[src/rtl/ssm_pkg.sv]
`timescale 1ns/1ps
package ssm_pkg;
    typedef enum logic [1:0] {
        ST_IDLE = 2'd0,
        ST_PRE  = 2'd1,
        ST_POST = 2'd2
    } ssm_state_e;

    localparam int PSC_W = 5;

    // Terminal count of the prescaler for each ratio code (÷1, ÷2, ÷8, ÷32).
    function automatic logic [PSC_W-1:0] psc_limit(input logic [1:0] code);
        unique case (code)
            2'd0:    return PSC_W'(0);
            2'd1:    return PSC_W'(1);
            2'd2:    return PSC_W'(7);
            default: return PSC_W'(31);
        endcase
    endfunction
endpackage

[src/rtl/ssm_baud.sv]
`timescale 1ns/1ps
module ssm_baud
    import ssm_pkg::*;
#(
    parameter int DIV_W = 8
) (
    input  logic             clk,
    input  logic             rst_n,
    input  logic             run,
    input  logic [1:0]       presc_sel,
    input  logic [DIV_W-1:0] divider,
    output logic             half_tick
);
    logic [PSC_W-1:0] psc_q;
    logic [DIV_W-1:0] hcnt_q;
    logic             fj_tick;

    assign fj_tick   = (psc_q == psc_limit(presc_sel));
    assign half_tick = run && fj_tick && (hcnt_q == divider);

    always_ff @(posedge clk or negedge rst_n) begin
        if (!rst_n) begin
            psc_q  <= '0;
            hcnt_q <= '0;
        end else if (!run) begin
            psc_q  <= '0;
            hcnt_q <= '0;
        end else begin
            psc_q <= fj_tick ? '0 : psc_q + 1'b1;
            if (fj_tick) begin
                hcnt_q <= half_tick ? '0 : hcnt_q + 1'b1;
            end
        end
    end
endmodule

[src/rtl/ssm_shift.sv]
`timescale 1ns/1ps
module ssm_shift #(
    parameter int W = 8
) (
    input  logic         clk,
    input  logic         rst_n,
    input  logic         load,
    input  logic [W-1:0] load_data,
    input  logic         launch,
    input  logic         sample,
    input  logic         msb_first,
    input  logic         sdi_bit,
    output logic         sdo_bit,
    output logic [W-1:0] rx_nxt
);
    logic [W-1:0] tx_sr;
    logic [W-1:0] src;
    logic [W-1:0] rx_sr;
    logic         sdo_q;

    always_comb begin
        src    = load ? load_data : tx_sr;
        rx_nxt = rx_sr;
        if (sample) begin
            rx_nxt = msb_first ? {rx_sr[W-2:0], sdi_bit} : {sdi_bit, rx_sr[W-1:1]};
        end
    end

    always_ff @(posedge clk or negedge rst_n) begin
        if (!rst_n) begin
            tx_sr <= '0;
            rx_sr <= '0;
            sdo_q <= 1'b0;
        end else begin
            if (launch) begin
                sdo_q <= msb_first ? src[W-1] : src[0];
                tx_sr <= msb_first ? {src[W-2:0], 1'b0} : {1'b0, src[W-1:1]};
            end else if (load) begin
                tx_sr <= load_data;
            end
            rx_sr <= rx_nxt;
        end
    end

    assign sdo_bit = sdo_q;
endmodule

[src/rtl/sync_serial_master.sv]
`timescale 1ns/1ps
module sync_serial_master
    import ssm_pkg::*;
#(
    parameter int W     = 8,
    parameter int DIV_W = 8,
    parameter int NSEL  = 4
) (
    input  logic             clk,
    input  logic             rst_n,
    input  logic             tx_en,
    input  logic             rx_en,
    input  logic             cpol,
    input  logic             cpha,
    input  logic             msb_first,
    input  logic             invert,
    input  logic             txirq_at_end,
    input  logic             cont_rx,
    input  logic [1:0]       presc_sel,
    input  logic [DIV_W-1:0] divider,
    input  logic             tx_wr,
    input  logic [W-1:0]     tx_data,
    input  logic             rx_rd,
    input  logic [NSEL-1:0]  sel_d,
    output logic             sclk,
    output logic             sdo,
    input  logic             sdi,
    output logic [NSEL-1:0]  sel_n,
    output logic             tx_empty,
    output logic             rx_full,
    output logic [W-1:0]     rx_data,
    output logic             tx_irq,
    output logic             rx_irq,
    output logic             overrun
);
    localparam int BIT_W = $clog2(W);

    ssm_state_e       state_q, state_d;
    logic [BIT_W-1:0] bit_q;
    logic [W-1:0]     tx_buf_q, rx_buf_q, rx_nxt;
    logic             tx_full_q, rx_full_q, rx_act_q, ovr_q, ovr_char_q;
    logic             sclk_q, tx_irq_q, rx_irq_q;
    logic [NSEL-1:0]  sel_q;

    logic half_tick, start, last;
    logic load, launch, sample, clk_edge, done;
    logic ovr_hit, deliver, sdo_bit;

    assign start   = tx_en && tx_full_q;
    assign last    = (bit_q == BIT_W'(W-1));
    assign ovr_hit = sample && (bit_q == BIT_W'(W-2)) && rx_act_q && rx_full_q && !rx_rd;
    assign deliver = done && rx_act_q && !ovr_char_q;

    ssm_baud #(.DIV_W(DIV_W)) baud_i (
        .clk       (clk),
        .rst_n     (rst_n),
        .run       (state_q != ST_IDLE),
        .presc_sel (presc_sel),
        .divider   (divider),
        .half_tick (half_tick)
    );

    ssm_shift #(.W(W)) shift_i (
        .clk       (clk),
        .rst_n     (rst_n),
        .load      (load),
        .load_data (tx_buf_q),
        .launch    (launch),
        .sample    (sample),
        .msb_first (msb_first),
        .sdi_bit   (sdi ^ invert),
        .sdo_bit   (sdo_bit),
        .rx_nxt    (rx_nxt)
    );

    // State register
    always_ff @(posedge clk or negedge rst_n) begin
        if (!rst_n) state_q <= ST_IDLE;
        else        state_q <= state_d;
    end

    // Next state and per-cycle strobes
    always_comb begin
        state_d  = state_q;
        load     = 1'b0;
        launch   = 1'b0;
        sample   = 1'b0;
        clk_edge = 1'b0;
        done     = 1'b0;
        unique case (state_q)
            ST_IDLE: begin
                if (start) begin
                    load    = 1'b1;
                    launch  = !cpha;
                    state_d = ST_PRE;
                end
            end
            ST_PRE: begin
                if (half_tick) begin
                    clk_edge = 1'b1;
                    sample   = !cpha;
                    launch   = cpha;
                    state_d  = ST_POST;
                end
            end
            ST_POST: begin
                if (half_tick) begin
                    clk_edge = 1'b1;
                    sample   = cpha;
                    if (last) begin
                        done = 1'b1;
                        if (start) begin
                            load    = 1'b1;
                            launch  = !cpha;
                            state_d = ST_PRE;
                        end else begin
                            state_d = ST_IDLE;
                        end
                    end else begin
                        launch  = !cpha;
                        state_d = ST_PRE;
                    end
                end
            end
            default: state_d = ST_IDLE;
        endcase
    end

    // Registered outputs, buffers and flags
    always_ff @(posedge clk or negedge rst_n) begin
        if (!rst_n) begin
            bit_q      <= '0;
            tx_buf_q   <= '0;
            rx_buf_q   <= '0;
            tx_full_q  <= 1'b0;
            rx_full_q  <= 1'b0;
            rx_act_q   <= 1'b0;
            ovr_q      <= 1'b0;
            ovr_char_q <= 1'b0;
            sclk_q     <= 1'b0;
            tx_irq_q   <= 1'b0;
            rx_irq_q   <= 1'b0;
            sel_q      <= '1;
        end else begin
            sel_q    <= sel_d;
            sclk_q   <= sclk_q ^ clk_edge;
            tx_irq_q <= (load && !txirq_at_end) || (done && txirq_at_end);
            rx_irq_q <= deliver;

            if (load) begin
                bit_q      <= '0;
                rx_act_q   <= rx_en && tx_en;
                ovr_char_q <= 1'b0;
            end else begin
                if (clk_edge && state_q == ST_POST) bit_q <= bit_q + 1'b1;
                if (ovr_hit) ovr_char_q <= 1'b1;
            end

            if (tx_wr) tx_buf_q <= tx_data;
            if (tx_wr || (rx_rd && rx_full_q && cont_rx)) tx_full_q <= 1'b1;
            else if (load)                                tx_full_q <= 1'b0;

            if (deliver) begin
                rx_buf_q  <= rx_nxt;
                rx_full_q <= 1'b1;
            end else if (rx_rd) begin
                rx_full_q <= 1'b0;
            end

            if (!rx_en)       ovr_q <= 1'b0;
            else if (ovr_hit) ovr_q <= 1'b1;
        end
    end

    assign sclk     = sclk_q ^ cpol;
    assign sdo      = sdo_bit ^ invert;
    assign sel_n    = sel_q;
    assign tx_empty = !tx_full_q;
    assign rx_full  = rx_full_q;
    assign rx_data  = rx_buf_q;
    assign tx_irq   = tx_irq_q;
    assign rx_irq   = rx_irq_q;
    assign overrun  = ovr_q;
endmodule

[config.mk]
export PLATFORM = sky130hd
export DESIGN_NAME = sync_serial_master
export DESIGN_NICKNAME = d
export VERILOG_FILES = /design/src/rtl/ssm_pkg.sv /design/src/rtl/ssm_baud.sv /design/src/rtl/ssm_shift.sv /design/src/rtl/sync_serial_master.sv
export SDC_FILE = /design/constraint.sdc
export NUM_CORES = 1
export LEC_CHECK = 0
export BUFFER_PORTS_ARGS = -buffer_cell sky130_fd_sc_hd__buf_2
export CAP_MARGIN = 20
export CELL_PAD_IN_SITES_DETAIL_PLACEMENT = 0
export CELL_PAD_IN_SITES_GLOBAL_PLACEMENT = 1
export CORE_UTILIZATION = 45
export DETAILED_ROUTE_END_ITERATION = 12
export GPL_ROUTABILITY_DRIVEN = 0
export PLACE_DENSITY = 0.9
export SYNTH_ARGS = -nofsm -noshare
export SYNTH_HDL_FRONTEND = slang
export SYNTH_HIERARCHICAL = 1
export SYNTH_SLANG_ARGS = --single-unit
[constraint.sdc]
create_clock -name clk -period 4 [get_ports clk]
set_input_delay 0.6 -clock clk [delete_from_list [all_inputs] [get_ports clk]]
set_output_delay 0.6 -clock clk [all_outputs]
set_load 0.05 [all_outputs]
[After elaboration in Yosys (flattened, before gate mapping)]
Index checks and enable logic that the tools add are counted.
Word-level totals
  logic and storage cells: 112
  input bits: 35
  register bits after elaboration: 63
Cells by class
  multiplexer cells: 43
  equal/unequal tests: 13
  reductions and logical operators: 31
  bitwise operators: 4
  $add $sub $neg: 3
Operators by type and width (number)
  $mux 8: 8
  $mux 1: 22
  $logic_and 1x1->1: 15
  $pmux 5 s3: 1
  $mux 5: 2
  $reduce_bool 2->1: 5
  $add 8x1->8 const B: 1
  $eq 8x8->1: 1
  $mux 2: 4
  $eq 3x3->1 const B: 2
  $mux 3: 2
  $ne 2x1->1 const B: 3
  $pmux 2 s3: 1
  $add 5x1->5 const B: 1
  $eq 5x5->1: 1
  $logic_not 1->1: 5
  $eq 2x1->1 const B: 2
  $eq 2x2->1 const B: 2
  $logic_not 2->1: 2
  $ne 2x2->1 const B: 2
  $pmux 1 s2: 2
  $xor 1x1->1: 4
  $add 3x1->3 const B: 1
  $pmux 1 s3: 1
  other kinds (3): 4

[Longest topological paths before layout]
  word-level depth: 13
  depth in mapped cells: 13

[Cells and area by module]
Netlist, hierarchy kept.
Modules (own cells, without submodules)
  sync_serial_master: cells an instance 105, instances 1, area each 1456.4 sq um, sequential area each 830.8 sq um
  ssm_shift: cells an instance 77, instances 1, area each 977.2 sq um, sequential area each 425.4 sq um
  ssm_baud: cells an instance 93, instances 1, area each 795.8 sq um, sequential area each 325.3 sq um

[Worst setup path after synthesis]
No wires, ideal clock.
  path type: input port to flip-flop
  from: in presc_sel[1]
  to: reg shift_i.tx_sr[5]
  setup slack: 0.619 ns
  required time: 3.875 ns
  stages on the path: 11
  data arrival time: 3.256 ns
  cells stage by stage: and3b_1 > o21ai_1 > a221o_1 > clkbuf_1 > nor3_1 > a31oi_1 > nor2_2 > buf_6 > buf_12 > mux4_2 > mux2_4
On the way
  cells in the longest elaborated chain, start to end: 10
Ends and longest elaborated chain
  from (decl): RTL line sync_serial_master.sv:19  | input logic [1:0] presc_sel,
  $eq 2x2->1 (tied with other cells): RTL line ssm_pkg.sv:13  | unique case (code)
  $pmux 5 s3 (*): RTL line ssm_pkg.sv:13
  $eq 5x5->1 (*): RTL line ssm_baud.sv:18  | assign fj_tick = (psc_q == psc_limit(presc_sel));
  $logic_and 1x1->1 (*) (2 in series): RTL line ssm_baud.sv:19  | assign half_tick = run && fj_tick && (hcnt_q == divider);
  named net half_tick: RTL line sync_serial_master.sv:45  | logic half_tick, start, last;
  $mux 1 (*): RTL line sync_serial_master.sv:107  | if (half_tick) begin
  $pmux 1 s2 (*): RTL line sync_serial_master.sv:90  | unique case (state_q)
  named net load: RTL line sync_serial_master.sv:46  | logic load, launch, sample, clk_edge, done;
  $mux 8 (*)
  $mux 8: RTL line ssm_shift.sv:37  | tx_sr <= msb_first ? {src[W-2:0], 1'b0} : {1'b0, src[W-1:1]};
  $mux 8 (*): RTL line ssm_shift.sv:35  | if (launch) begin
  to (signal assigned): RTL line ssm_shift.sv:37
  to (signal assigned): RTL line ssm_shift.sv:39  | tx_sr <= load_data;
  to (decl): RTL line ssm_shift.sv:16  | logic [W-1:0] tx_sr;
Mark *: on every way through the listed nets, which the timed path passes. The rest lies on a longest branch.
A chain may end at the register's enable or synchronous reset.

[Worst setup path after layout]
  from: reg baud_i.hcnt_q[2]
  to: reg shift_i.tx_sr[3]
On the way
  cells in the longest elaborated chain, start to end: 7
Ends and longest elaborated chain
  from (decl): RTL line ssm_baud.sv:15  | logic [DIV_W-1:0] hcnt_q;
  from (signal assigned): RTL line ssm_baud.sv:31  | hcnt_q <= half_tick ? '0 : hcnt_q + 1'b1;
  $eq 8x8->1 (*): RTL line ssm_baud.sv:19
  $logic_and 1x1->1 (*): RTL line ssm_baud.sv:19
  named net half_tick: RTL line sync_serial_master.sv:45
  $mux 1 (*): RTL line sync_serial_master.sv:107
  $pmux 1 s2 (*): RTL line sync_serial_master.sv:90
  named net load: RTL line sync_serial_master.sv:46
  $mux 8 (*)
  $mux 8: RTL line ssm_shift.sv:37
  $mux 8 (*): RTL line ssm_shift.sv:35
Marked as above.

==> metrics.md <==
| Metric | Value |
|---|---|
| Outcome | finished clean |
| Syn Area/Cell | 11.74 sq um |
| Clock buffer depth | 2 |
| Sequential-to-total area share from yosys stat | a little under 50% |
| Detailed Route WL | 6.364 mm |
| Synth Flop Type | dfrtp_1 |
| Area delta synth->final | 18.29% |
| CTS Root Cell | clkbuf_8 |
| Post-DR vias/cell | 5.266 |
| Worst R2R Path Depth | 9 |
| Largest net degree at the start of global routing | 43 |
| # Max-Cap Violations | 0 |
| Final Skew | 5.049 ps |
| Worst-path fanout max | 11 |
| Congestion Overflow GR | 0 |
| Chip width | roughly 87 microns |
| DP HPWL | 4.625 mm |
| Wire per inst | 14.60 microns |
| FFs w/ async S/R, synth | 100.0% |
| RSZ-0062 raised after global routing | no |
| Routed Antenna Nets | 0 |
| Initial core utilization | 47.01% |
| Core Area | 0.006869 sq mm |
| # diodes | 0 |
| Register area | 0.001582 sq mm |
| Die area | 0.007519 sq mm |
| Insertion delay to the later sink of the worst-skew pair | 340 ps |
| Dpl cells | 420 |
| Crit start category | flip-flop |
| Final cell count without fillers | 436 |
| IO Pins | 54 |
| FF-to-FF setup slack | 830 ps |
| Period utilization | 79.29% |
| Number of synthesized flops with an enable pin | 0 |
| Critical Path RT | 4230 ps |
| F_max | 315.3 MHz |
| Max Transition Viols Final | 0 |
| Worst Hold Path Cells | 1 |
| Setup Viol. Count Final | 0 |
| Synth top cells by count | dfrtp_1, nor2_1, mux2_2 |
| Beginning of the worst hold path | sel_d[0] |
| Area leader, netlist | dfrtp_1 |
| Netlist Area Pre-Place | 0.003229 sq mm |
| Port Buffers | 53 |
| Multi-input gate area | 0.001533 sq mm |
| CTS Hold Bufs | 0 |
| Row cnt | 30 |
| Final Net Count | about 380 |
| Share of layout cells above drive strength 1 | 34.12% |
| Reg clk slew, reported paths | 70 ps |
| Pwr Density | 526.3 mW/mm^2 |
| Post-synth net total | 319 |
| Fill count | around 630 |
| Total track usage | 18.55% |
| Tightest Pin Transition | 924.5 ps |
| Post_cts resized | 0 |
| CTS tree | built |
| Synth top area cells | dfrtp_1, mux2_2, mux2i_1 |
| Detailed Routing Iterations Pass 1 | 4 |
| Final Hold Viols | 0 |
| Synth Instances | 275 |
| P_leak | 1.843 nW |
| Worst R2R End | shift_i/tx_sr[3] |
| Post-route DRC | 0 |
| Synth cell types | 50 |
| Fin crit period | 3172 ps |
| Cts bufs inserted | 9 |
| Yosys warning count | 6 |
| Worst Hold End | sel_n[0] |
| CP endpoint kind | flip-flop |
| Final TNS setup | 0 ps |
| Die height | 86.72 microns |
| Arrival @ worst endpoint | 3400 ps |
| Initial antenna violation count | 0 |
| Register bit total from synthesis | 63 |
| Hold Path Class | input port to flip-flop |
| Top-count cell post-synth | dfrtp_1 |
| Post-CTS Setup Inserts | 0 |
| Via Count | around 2,300 |
| First-pass GRT wire length | approximately 11 mm |
| Peak VDD IR | 0.0002520 V |
| Vias in the first global route | 2,297 |
| Crit Reg-Reg Startpoint | baud_i/hcnt_q[2] |
| Number of DRC markers in iteration 0 | 114 |
| Yosys top cell area share | 45.72% |
| Critical path class | flip-flop to flip-flop |
| H-tree levels | 3 |
| Clock Sinks | 63 |
| Rel. slew slack | 38.36% |
## stage by stage
step                setup WS (ps)  hold slack, ps  power [W]  util, %  area (sq um)
global route                602.6           337.0   0.002119    55.61          3820
global placement            735.8           470.3   0.001379    52.37          3597
floorplan                   619.1           304.4   0.001266        -          3229
detailed placement          583.2           472.7   0.001403    52.37          3597
CTS                         848.6           344.2   0.002024    55.61          3820
finish                      828.3           356.6   0.002010    55.61          3820
## layout make-up
type | instances | area share, %
multi-input cells | 190 | 40.12
flip-flops and latches | 63 | 41.40
clock buffers | 11 | 3.701
well taps | 96 | 3.144
clock inverters | 5 | 2.129
inverters | 10 | 0.9826
repair buffers | 61 | 8.516
## sequential cells by signal (all words and copies together) (netlist names), 2 cells and up
| name | cells |
|---|---|
| state_q | 2 |
| shift_i/tx_sr | 8 |
| rx_data | 8 |
| shift_i/rx_sr | 8 |
| bit_q | 3 |
| tx_buf_q | 8 |
| baud_i/psc_q | 5 |
| baud_i/hcnt_q | 8 |
| sel_n | 4 |
## per-layer routing
| metal | GRT usage, % | share of wire [%] | up-vias |
|---|---|---|---|
| met1 | 24.38 | 46 | 1120 |
| met4 | 5.909 | 0.91 | 0 |
| met2 | 29.37 | 48 | 70 |
| met5 | 0 | 0 | - |
| li1 | - | - | 1100 |
| met3 | 5.810 | 5.4 | 6 |
## layout by cell type, fill, tap and decap left out, types with 2 or more instances in the layout
master / Yosys / final
buf_4: 0 / 8
o21ai_1: 2 / 2
nor4_1: 3 / 3
clkbuf_8: 0 / 10
mux2_4: 9 / 9
or3_1: 6 / 6
a31oi_1: 4 / 4
a21oi_1: 16 / 16
buf_2: 1 / 53
o21ai_0: 2 / 2
mux2i_1: 15 / 15
mux4_1: 4 / 4
ha_1: 9 / 9
nand2b_1: 5 / 5
xor2_1: 13 / 13
mux2_2: 19 / 19
o22ai_1: 6 / 6
inv_1: 10 / 10
and3_1: 2 / 2
bufinv_16: 0 / 2
xnor2_1: 3 / 3
nor3_1: 2 / 2
nand2_1: 16 / 16
or3b_2: 2 / 2
dfrtp_1: 59 / 59
dfstp_2: 4 / 4
or2_2: 2 / 2
and3b_1: 2 / 2
nand3_1: 8 / 8
nor2_1: 21 / 21
## critical path, cell delays in order, from the launching register on
cell,delay [ps]
dfrtp_1,440
xor2_1,190
nor4_1,300
nand2_1,270
nor3_1,230
buf_4,180
a31oi_1,120
nor2_2,430
mux4_1,620
mux2_2,270
## cell families (layout without fill, tap and decap cells)
group                      after synthesis  after routing  share of synthesized area [%]
and+or+nand+nor                         76             76                          12.05
DFF                                     63             63                          48.97
muxes                                   49             49                          19.76
AOI/OAI and AO/OA                       40             40                          7.827
buffers and inverters                   22             87                          3.564
xor gates and xnor gates                16             16                          4.340
adders and majority gates                9              9                          3.487
## worst max-delay path by stage
stage	start	end	slack, ps	depth (start not counted)
final	baud_i/hcnt_q[2]	shift_i/tx_sr[3]	830	9
after global placement	divider[7]	shift_i/tx_sr[4]	740	10
after floorplan	presc_sel[1]	shift_i/tx_sr[5]	620	11
after detailed placement	divider[7]	shift_i/tx_sr[1]	580	10
after CTS	baud_i/hcnt_q[2]	shift_i/tx_sr[3]	850	9
after global routing	baud_i/hcnt_q[6]	shift_i/tx_sr[3]	600	9
## power breakdown
part,switching (W),internal [W]
clock,0.000247,0.000368
combinational,0.000305,0.000272
sequential,0.0000821,0.000736
total,0.000634,0.00138
Note: power is estimated with default switching activity, not from simulation.
